File: config.mk
export PLATFORM = sky130hd
export DESIGN_NAME = pp_dma_channel
export DESIGN_NICKNAME = d
export VERILOG_FILES = /design/src/rtl/pp_dma_pkg.sv /design/src/rtl/pp_dma_ctrl.sv /design/src/rtl/pp_dma_dpath.sv /design/src/rtl/pp_dma_channel.sv
export SDC_FILE = /design/constraint.sdc
export NUM_CORES = 1
export LEC_CHECK = 0
export ABC_AREA = 1
export BUFFER_PORTS_ARGS = -buffer_cell sky130_fd_sc_hd__buf_4
export CELL_PAD_IN_SITES_DETAIL_PLACEMENT = 2
export CELL_PAD_IN_SITES_GLOBAL_PLACEMENT = 2
export CORE_ASPECT_RATIO = 0.8
export CORE_MARGIN = 3
export CORE_UTILIZATION = 28
export DETAILED_ROUTE_END_ITERATION = 10
export PLACE_DENSITY = 0.79
export SLEW_MARGIN = 40
export SYNTH_ARGS = -nofsm -noshare
export SYNTH_HDL_FRONTEND = slang
export SYNTH_HIERARCHICAL = 1
export SYNTH_SLANG_ARGS = --single-unit
File: constraint.sdc
create_clock -name clk -period 2.6 [get_ports clk]
set_clock_uncertainty 0.2 [all_clocks]
set_input_delay 0.39 -clock clk [delete_from_list [all_inputs] [get_ports clk]]
set_output_delay 0.39 -clock clk [all_outputs]
set_load 0.02 [all_outputs]
File: src/rtl/pp_dma_pkg.sv
package pp_dma_pkg;

  localparam int REG_SEL_W = 3;

  localparam logic [REG_SEL_W-1:0] SEL_SRC  = 3'd0;
  localparam logic [REG_SEL_W-1:0] SEL_DST  = 3'd1;
  localparam logic [REG_SEL_W-1:0] SEL_LEN  = 3'd2;
  localparam logic [REG_SEL_W-1:0] SEL_CTRL = 3'd3;
  localparam logic [REG_SEL_W-1:0] SEL_STAT = 3'd4;

  localparam int CB_START  = 0;
  localparam int CB_RELOAD = 1;
  localparam int CB_PP     = 2;
  localparam int CB_IRQEN  = 3;
  localparam int CB_STOP   = 4;

  localparam int SB_BUSY = 0;
  localparam int SB_IRQ  = 1;
  localparam int SB_LAST = 2;

  typedef enum logic [1:0] {
    ST_IDLE = 2'd0,
    ST_RD   = 2'd1,
    ST_WR   = 2'd2
  } chanState_e;

  typedef struct packed {
    logic load;
    logic step;
    logic swapHalf;
    logic passEnd;
    logic reload;
    logic zeroDone;
  } chanStrobe_t;

endpackage

File: src/rtl/pp_dma_ctrl.sv
module pp_dma_ctrl
  import pp_dma_pkg::*;
(
  input  logic        clk,
  input  logic        rstN,
  input  logic        startReq,
  input  logic        stopReq,
  input  logic        lenZero,
  input  logic        lastWord,
  input  logic        inPong,
  input  logic        ppMode,
  input  logic        autoReload,
  output logic        busy,
  output logic        memRe,
  output logic        memWe,
  output chanStrobe_t strb
);

  chanState_e state, stateNext;

  always_comb begin
    strb      = '0;
    memRe     = 1'b0;
    memWe     = 1'b0;
    stateNext = state;
    unique case (state)
      ST_IDLE: begin
        if (startReq) begin
          if (lenZero) begin
            strb.zeroDone = 1'b1;
          end else begin
            strb.load = 1'b1;
            stateNext = ST_RD;
          end
        end
      end
      ST_RD: begin
        if (stopReq) begin
          stateNext = ST_IDLE;
        end else begin
          memRe     = 1'b1;
          stateNext = ST_WR;
        end
      end
      ST_WR: begin
        if (stopReq) begin
          stateNext = ST_IDLE;
        end else begin
          memWe     = 1'b1;
          strb.step = 1'b1;
          stateNext = ST_RD;
          if (lastWord) begin
            if (ppMode && !inPong) begin
              strb.swapHalf = 1'b1;
            end else begin
              strb.passEnd = 1'b1;
              if (autoReload) strb.reload = 1'b1;
              else            stateNext   = ST_IDLE;
            end
          end
        end
      end
      default: stateNext = ST_IDLE;
    endcase
  end

  always_ff @(posedge clk or negedge rstN) begin
    if (!rstN) state <= ST_IDLE;
    else       state <= stateNext;
  end

  assign busy = (state != ST_IDLE);

  AST_WRITE_FOLLOWS_READ: assert property (@(posedge clk) disable iff (!rstN)
    memWe |-> $past(memRe));
  AST_ONE_ACCESS: assert property (@(posedge clk) disable iff (!rstN)
    !(memRe && memWe));
  AST_IDLE_QUIET: assert property (@(posedge clk) disable iff (!rstN)
    !busy |-> (!memRe && !memWe));
  AST_STOP_ENDS: assert property (@(posedge clk) disable iff (!rstN)
    stopReq |=> !busy);
  AST_ZERO_STAYS_IDLE: assert property (@(posedge clk) disable iff (!rstN)
    strb.zeroDone |=> !busy);
  AST_RELOAD_STAYS_BUSY: assert property (@(posedge clk) disable iff (!rstN)
    strb.reload |=> busy);

endmodule

File: src/rtl/pp_dma_dpath.sv
module pp_dma_dpath
  import pp_dma_pkg::*;
#(
  parameter int ADDR_W = 16,
  parameter int DATA_W = 16,
  parameter int LEN_W  = 12,
  parameter int REG_W  = 32
) (
  input  logic                 clk,
  input  logic                 rstN,
  input  logic                 regWe,
  input  logic [REG_SEL_W-1:0] regAddr,
  input  logic [REG_W-1:0]     regWdata,
  output logic [REG_W-1:0]     regRdata,
  input  logic                 busy,
  input  logic                 memWe,
  input  chanStrobe_t          strb,
  input  logic [DATA_W-1:0]    memRdata,
  output logic [ADDR_W-1:0]    memAddr,
  output logic [DATA_W-1:0]    memWdata,
  output logic                 startReq,
  output logic                 stopReq,
  output logic                 lenZero,
  output logic                 lastWord,
  output logic                 inPong,
  output logic                 ppMode,
  output logic                 autoReload,
  output logic                 irq
);

  localparam logic [LEN_W-1:0]  LEN_ONE  = LEN_W'(1);
  localparam logic [ADDR_W-1:0] ADDR_ONE = ADDR_W'(1);

  logic [ADDR_W-1:0] cfgSrc, cfgDst, curSrc, curDst;
  logic [LEN_W-1:0]  cfgLen, remain;
  logic              cfgIrqEn, lastType, irqPend;
  logic              ctrlHit, irqClr, irqEnEff, anyEvent;

  assign ctrlHit  = regWe && (regAddr == SEL_CTRL);
  assign startReq = ctrlHit && regWdata[CB_START] && !busy;
  assign stopReq  = ctrlHit && regWdata[CB_STOP] && busy;
  assign irqClr   = regWe && (regAddr == SEL_STAT) && regWdata[SB_IRQ];
  assign irqEnEff = startReq ? regWdata[CB_IRQEN] : cfgIrqEn;
  assign anyEvent = strb.swapHalf | strb.passEnd | strb.zeroDone;
  assign lenZero  = (cfgLen == '0);
  assign lastWord = (remain == LEN_ONE);

  // configuration registers, frozen while a transfer runs
  always_ff @(posedge clk or negedge rstN) begin
    if (!rstN) begin
      cfgSrc     <= '0;
      cfgDst     <= '0;
      cfgLen     <= '0;
      autoReload <= 1'b0;
      ppMode     <= 1'b0;
      cfgIrqEn   <= 1'b0;
    end else if (regWe && !busy) begin
      unique case (regAddr)
        SEL_SRC: cfgSrc <= regWdata[ADDR_W-1:0];
        SEL_DST: cfgDst <= regWdata[ADDR_W-1:0];
        SEL_LEN: cfgLen <= regWdata[LEN_W-1:0];
        SEL_CTRL: begin
          autoReload <= regWdata[CB_RELOAD];
          ppMode     <= regWdata[CB_PP];
          cfgIrqEn   <= regWdata[CB_IRQEN];
        end
        default: ;
      endcase
    end
  end

  // working address and count
  always_ff @(posedge clk or negedge rstN) begin
    if (!rstN) begin
      curSrc <= '0;
      curDst <= '0;
      remain <= '0;
      inPong <= 1'b0;
    end else if (strb.load || strb.reload) begin
      curSrc <= cfgSrc;
      curDst <= cfgDst;
      remain <= cfgLen;
      inPong <= 1'b0;
    end else if (strb.step) begin
      curSrc <= curSrc + ADDR_ONE;
      curDst <= curDst + ADDR_ONE;
      if (strb.swapHalf) begin
        remain <= cfgLen;
        inPong <= 1'b1;
      end else begin
        remain <= remain - LEN_ONE;
      end
    end
  end

  // half indicator and interrupt level
  always_ff @(posedge clk or negedge rstN) begin
    if (!rstN) begin
      lastType <= 1'b0;
      irqPend  <= 1'b0;
    end else begin
      if (strb.swapHalf)                lastType <= 1'b0;
      else if (strb.passEnd && ppMode)  lastType <= 1'b1;
      if (anyEvent && irqEnEff)         irqPend  <= 1'b1;
      else if (irqClr)                  irqPend  <= 1'b0;
    end
  end

  assign memAddr  = memWe ? curDst : curSrc;
  assign memWdata = memRdata;
  assign irq      = irqPend;

  always_comb begin
    regRdata = '0;
    unique case (regAddr)
      SEL_SRC: regRdata = REG_W'(cfgSrc);
      SEL_DST: regRdata = REG_W'(cfgDst);
      SEL_LEN: regRdata = REG_W'(cfgLen);
      SEL_CTRL: begin
        regRdata[CB_START]  = busy;
        regRdata[CB_RELOAD] = autoReload;
        regRdata[CB_PP]     = ppMode;
        regRdata[CB_IRQEN]  = cfgIrqEn;
      end
      SEL_STAT: begin
        regRdata[SB_BUSY] = busy;
        regRdata[SB_IRQ]  = irqPend;
        regRdata[SB_LAST] = lastType;
      end
      default: regRdata = '0;
    endcase
  end

  AST_CFG_FROZEN: assert property (@(posedge clk) disable iff (!rstN)
    busy |=> ($stable(cfgSrc) && $stable(cfgDst) && $stable(cfgLen) && $stable(ppMode)));
  AST_ADDR_STEP: assert property (@(posedge clk) disable iff (!rstN)
    (strb.step && !strb.reload) |=> (curSrc == $past(curSrc) + ADDR_ONE));
  AST_RELOAD_ORIGIN: assert property (@(posedge clk) disable iff (!rstN)
    strb.reload |=> (curSrc == $past(cfgSrc) && curDst == $past(cfgDst)));
  AST_IRQ_HELD: assert property (@(posedge clk) disable iff (!rstN)
    (irqPend && !irqClr) |=> irqPend);
  AST_PONG_FLAG: assert property (@(posedge clk) disable iff (!rstN)
    (strb.passEnd && ppMode) |=> lastType);
  AST_PING_FLAG: assert property (@(posedge clk) disable iff (!rstN)
    strb.swapHalf |=> (!lastType && inPong));

endmodule

File: src/rtl/pp_dma_channel.sv
module pp_dma_channel
  import pp_dma_pkg::*;
#(
  parameter int ADDR_W = 16,
  parameter int DATA_W = 16,
  parameter int LEN_W  = 12,
  parameter int REG_W  = 32
) (
  input  logic              clk,
  input  logic              rstN,
  input  logic              regWe,
  input  logic [2:0]        regAddr,
  input  logic [REG_W-1:0]  regWdata,
  output logic [REG_W-1:0]  regRdata,
  output logic [ADDR_W-1:0] memAddr,
  output logic              memRe,
  output logic              memWe,
  output logic [DATA_W-1:0] memWdata,
  input  logic [DATA_W-1:0] memRdata,
  output logic              irq,
  output logic              busy
);

  chanStrobe_t strb;
  logic startReq, stopReq, lenZero, lastWord, inPong, ppMode, autoReload;

  pp_dma_ctrl u_ctrl (
    .clk        (clk),
    .rstN       (rstN),
    .startReq   (startReq),
    .stopReq    (stopReq),
    .lenZero    (lenZero),
    .lastWord   (lastWord),
    .inPong     (inPong),
    .ppMode     (ppMode),
    .autoReload (autoReload),
    .busy       (busy),
    .memRe      (memRe),
    .memWe      (memWe),
    .strb       (strb)
  );

  pp_dma_dpath #(
    .ADDR_W (ADDR_W),
    .DATA_W (DATA_W),
    .LEN_W  (LEN_W),
    .REG_W  (REG_W)
  ) u_dpath (
    .clk        (clk),
    .rstN       (rstN),
    .regWe      (regWe),
    .regAddr    (regAddr),
    .regWdata   (regWdata),
    .regRdata   (regRdata),
    .busy       (busy),
    .memWe      (memWe),
    .strb       (strb),
    .memRdata   (memRdata),
    .memAddr    (memAddr),
    .memWdata   (memWdata),
    .startReq   (startReq),
    .stopReq    (stopReq),
    .lenZero    (lenZero),
    .lastWord   (lastWord),
    .inPong     (inPong),
    .ppMode     (ppMode),
    .autoReload (autoReload),
    .irq        (irq)
  );

endmodule

==> results summary <==
The run finished with clean final reports. The share of the cycle needed by the critical path after routing is 98.2%. The post-synthesis cell type count is 40. In this run the clock root is driven by a sky130_fd_sc_hd__clkbuf_16. By instance count, the cell type seen most on the critical path is sky130_fd_sc_hd__inv_2. The detailed router's first-iteration violation count came out at 293. The count of fill cells added during filler insertion came out at 2350.

The floorplan step defined a die boundary enclosing 22900 um^2. The worst-case vdd ir drop came out at 0.388 mV. The fmax came out at 0.392 GHz. Data arrives at the worst endpoint at 1960 ps. The first-pass GRT wire length came out at 36.8 mm. The sequential share of power came out at 37.8%. The worst max-slew margin expressed relative to the limit is 56.8%. The number of enable flip-flop cells after synthesis is 0. The via count of the first global-routing pass was 6403. The largest total area in the synthesized netlist belongs to sky130_fd_sc_hd__dfrtp_1. The final RePlAce weighted congestion is 0.853. The clock sink count is 96. The clock-pin slew of the registers on the worst-case setup and hold paths is 70 ps. The source-to-sink clock delay at the later pin of the worst-skew pair is 360 ps. The biggest fanout along the worst timing path came out at 7. For this run, the leading register cell type out of synthesis is sky130_fd_sc_hd__dfrtp_1.

For this run, the detailed router's first-pass iteration total came to 5. The slack of the worst reg-to-reg path is 60 ps. The total CTS buffers is 9.

The switching power came out at 3.40 mW. The final hold violation count came out at 0. The worst slack at placement came out at -85.8 ps. In the layout the commonest cells are sky130_fd_sc_hd__nand2_1 (210), sky130_fd_sc_hd__dfrtp_1 (96), sky130_fd_sc_hd__buf_4 (93), sky130_fd_sc_hd__inv_1 (82), sky130_fd_sc_hd__nor2_1 (77). The transition time at the pin with the least slew margin is 646 ps. The average detailed-routed wire length per instance came out at 21.4 um. The detailed-route vias per instance came out at 5.14. Yosys attributes the largest share of cell area to sky130_fd_sc_hd__dfrtp_1 (41%), sky130_fd_sc_hd__nand2_1 (14%), sky130_fd_sc_hd__inv_1 (5.6%). The mean instance size in the synthesized netlist is 7.23 um^2.

The proportion of layout cells with a drive suffix above 1 is 24.7%. The share of total power consumed by net switching is 44.0%. The category of the worst setup path capture point is an output pin. The smallest setup slack after layout is 46.0 ps. The clock network burns 19.0% of the power. The worst setup path is launched from a register.

The end of the worst hold path is u_dpath/cfgDst[14]. The launch instance of the worst register-to-register path is u_dpath/remain[1]. The count of pins over their slew limit is 0. The area of the core is 20300 um^2. Leaving out fill and tap cells, the most frequent cell in the layout is sky130_fd_sc_hd__nand2_1.

TritonCTS built the clock tree. The share of total power in combinational logic came out at 43.1%. Setup repair after global routing could not meet its margin everywhere. Synthesis produced a netlist whose cell count is 816. The row count is 46. Across the run, the number of max-cap violations was 0. The tightest min-delay check is of the input pin to register type.

The count of H-tree levels built during CTS is 3. After synthesis, the largest area contributor takes up 40.7% of total cell area. The post-synthesis to final-layout area growth came out at 29.8%. The number of buffers inserted by port buffering came out at 57. The leakage power figure came out at 3.63 nW.

0 antenna diodes ended up in the layout. The count of vias placed by the detailed router came out at 6038. The initial cell density of the core came out at 29.1%.

The time the final worst path needs with I/O delays and setup is 2550 ps. The worst register-to-register path ends at u_dpath/curSrc[6]. Measured in cells, the most critical reg-to-reg path has a length of 16. The floorplan die width is 168 um. Entering global routing, the biggest net connects 43 pins. The boundary pin count came out at 122.

The detail route stage leaves a number of antenna-violating nets equal to 0. The number of antenna violations at the first check in global routing came out at 0. The final routed DRC violation total is 0.

The maximum count of clock buffers along a single path came out at 2. The internal power came out at 4.33 mW. Detailed placement ended at an HPWL of 16.8 mm. The worst hold path passes through 3 cells.

The total track usage is 20.8%. The sequential fraction of the synthesis area came out at 40.7%. The power density relative to cell area came out at 1010 nW/um^2. The setup-violating endpoint count in the final report is 0.

The share of flip-flops with an asynchronous set or reset came out at 100%. The worst hold slack is 97.0 ps. Traced cell by cell, the critical path runs through nor2_2 > inv_2 > inv_2 > nor4_4 > nor2_4 > buf_12 > buf_6 > nand2_1 > o21ai_1 > buf_4. The critical path is of the register to output pin type. The fraction of the core area covered by cells at the end of the flow came out at 37.8%. The layout net count is 966.

Summing every instance area after synthesis gives 5900 um^2. In this run the most critical hold path is launched from regWdata[14]. The vertical extent of the die is 136 um. The number of synthesized register bits is 96. The aggregate routed wire length came out at 25.1 mm.

The number of warning messages in the yosys log is 6. The required time at the endpoint of the critical path came out at 2010 ps. On the critical path, the stage with the largest delay is an instance of sky130_fd_sc_hd__dfrtp_1. In this design, the stage delay of the slowest critical-path cell is 400 ps. The remaining global-route overflow came out at 0.
cell type report:
class / count / area, um^2 / area share, %
Multi-Input combinational cell: 578 / 3020 / 39.4
Sequential cell: 96 / 2400 / 31.4
Timing Repair Buffer: 126 / 1230 / 16.0
Inverter: 97 / 377 / 4.92
Tap cell: 264 / 330 / 4.31
Clock buffer: 10 / 239 / 3.12
Clock inverter: 4 / 70.1 / 0.914
what timing repair did:
| item | in CTS | in global routing |
|---|---|---|
| hold endpoints to repair | 29 | 0 |
| hold buffers | 1 | 0 |
| gates cloned | 1 | 6 |
| resized for setup | 23 | 70 |
| buffers inserted | 10 | 8 |
| pin swaps | 2 | 13 |
| setup endpoints to repair | 38 | 55 |
Yosys cell counts, types with 6 or more instances:
library cell and count:
sky130_fd_sc_hd__a21oi_1 26, sky130_fd_sc_hd__buf_2 14, sky130_fd_sc_hd__buf_4 38, sky130_fd_sc_hd__dfrtp_1 96
sky130_fd_sc_hd__inv_1 88, sky130_fd_sc_hd__inv_2 7, sky130_fd_sc_hd__nand2_1 217, sky130_fd_sc_hd__nand2_2 8
sky130_fd_sc_hd__nand3_1 48, sky130_fd_sc_hd__nand4_1 9, sky130_fd_sc_hd__nor2_1 84, sky130_fd_sc_hd__nor3_1 10
sky130_fd_sc_hd__nor4_1 6, sky130_fd_sc_hd__o211ai_1 10, sky130_fd_sc_hd__o21ai_0 41, sky130_fd_sc_hd__o21ai_1 45
sky130_fd_sc_hd__o22ai_1 13
power groups by stage:
stage / logic (mW) / registers (mW) / clock network [mW]
2_1_floorplan: 1.86 / 2.65 / 0
3_3_place_gp: 2.81 / 2.84 / 0
3_5_place_dp: 2.96 / 2.88 / 0
4_1_cts: 3.10 / 2.87 / 1.51
5_1_grt: 3.70 / 3.04 / 1.56
6_report: 3.34 / 2.93 / 1.47
how the worst max path moves through the flow:
stage / to / cells after the start / start / slack, ps
CTS: memAddr[15] / 10 / u_ctrl/state[1] / 30
detailed placement: u_dpath/remain[7] / 15 / u_dpath/remain[1] / -90
floorplan: u_dpath/remain[5] / 12 / u_ctrl/state[1] / 80
global route: u_dpath/curDst[11] / 17 / u_dpath/remain[1] / -60
global placement: u_dpath/curDst[9] / 13 / regAddr[2] / 40
finish: memAddr[12] / 10 / u_ctrl/state[1] / 50
stage by stage:
stage / instance area, um^2 / std cells / TNS (ps) / total power, mW
global placement: 6700 / 1135 / 0 / 5.65
global route: 7660 / 1175 / -709 / 8.29
floorplan: 5970 / 831 / 0 / 4.51
detailed placement: 6700 / 1135 / -436 / 5.83
finish: 7660 / 1175 / 0 / 7.73
CTS: 7210 / 1161 / 0 / 7.47
flip-flops by register name (all words and copies together) (netlist names):
signal and count:
u_ctrl/state 2, u_dpath/autoReload 1, u_dpath/cfgIrqEn 1, u_dpath/remain 12, u_dpath/cfgSrc 16, u_dpath/irq 1, u_dpath/curDst 16, u_dpath/cfgDst 16
u_dpath/ppMode 1, u_dpath/curSrc 16, u_dpath/cfgLen 12, u_dpath/inPong 1, u_dpath/lastType 1
cells by family (layout without fill, tap and decap cells):
logic type                 count (synthesis)  after routing  synth area share [%]
buffers and inverters                    157            237                  13.4
and+or+nand+nor                          400            400                  29.6
AOI/OAI and AO/OA                        154            154                  14.7
DFF                                       96             96                  40.7
muxes                                      2              2                 0.381
adders and majority gates                  4              4                 0.848
xor gates and xnor gates                   2              2                 0.297
other                                      1             16                0.0635
layer usage:
metal,part of all wire [%],vias to the layer above,track usage [%]
met2,48,133,34.3
li1,-,2785,-
met3,4.4,26,4.01
met4,2.0,0,5.18
met1,46,3094,28.3
met5,0,-,0
worst max-delay path: cells and delay by family (launching register included):
family / cells / cell delay (ps)
compound gates: 1 / 130
buf+inv: 5 / 650
flops: 1 / 400
simple gates: 4 / 410
Power figures use the tool's default switching activity.
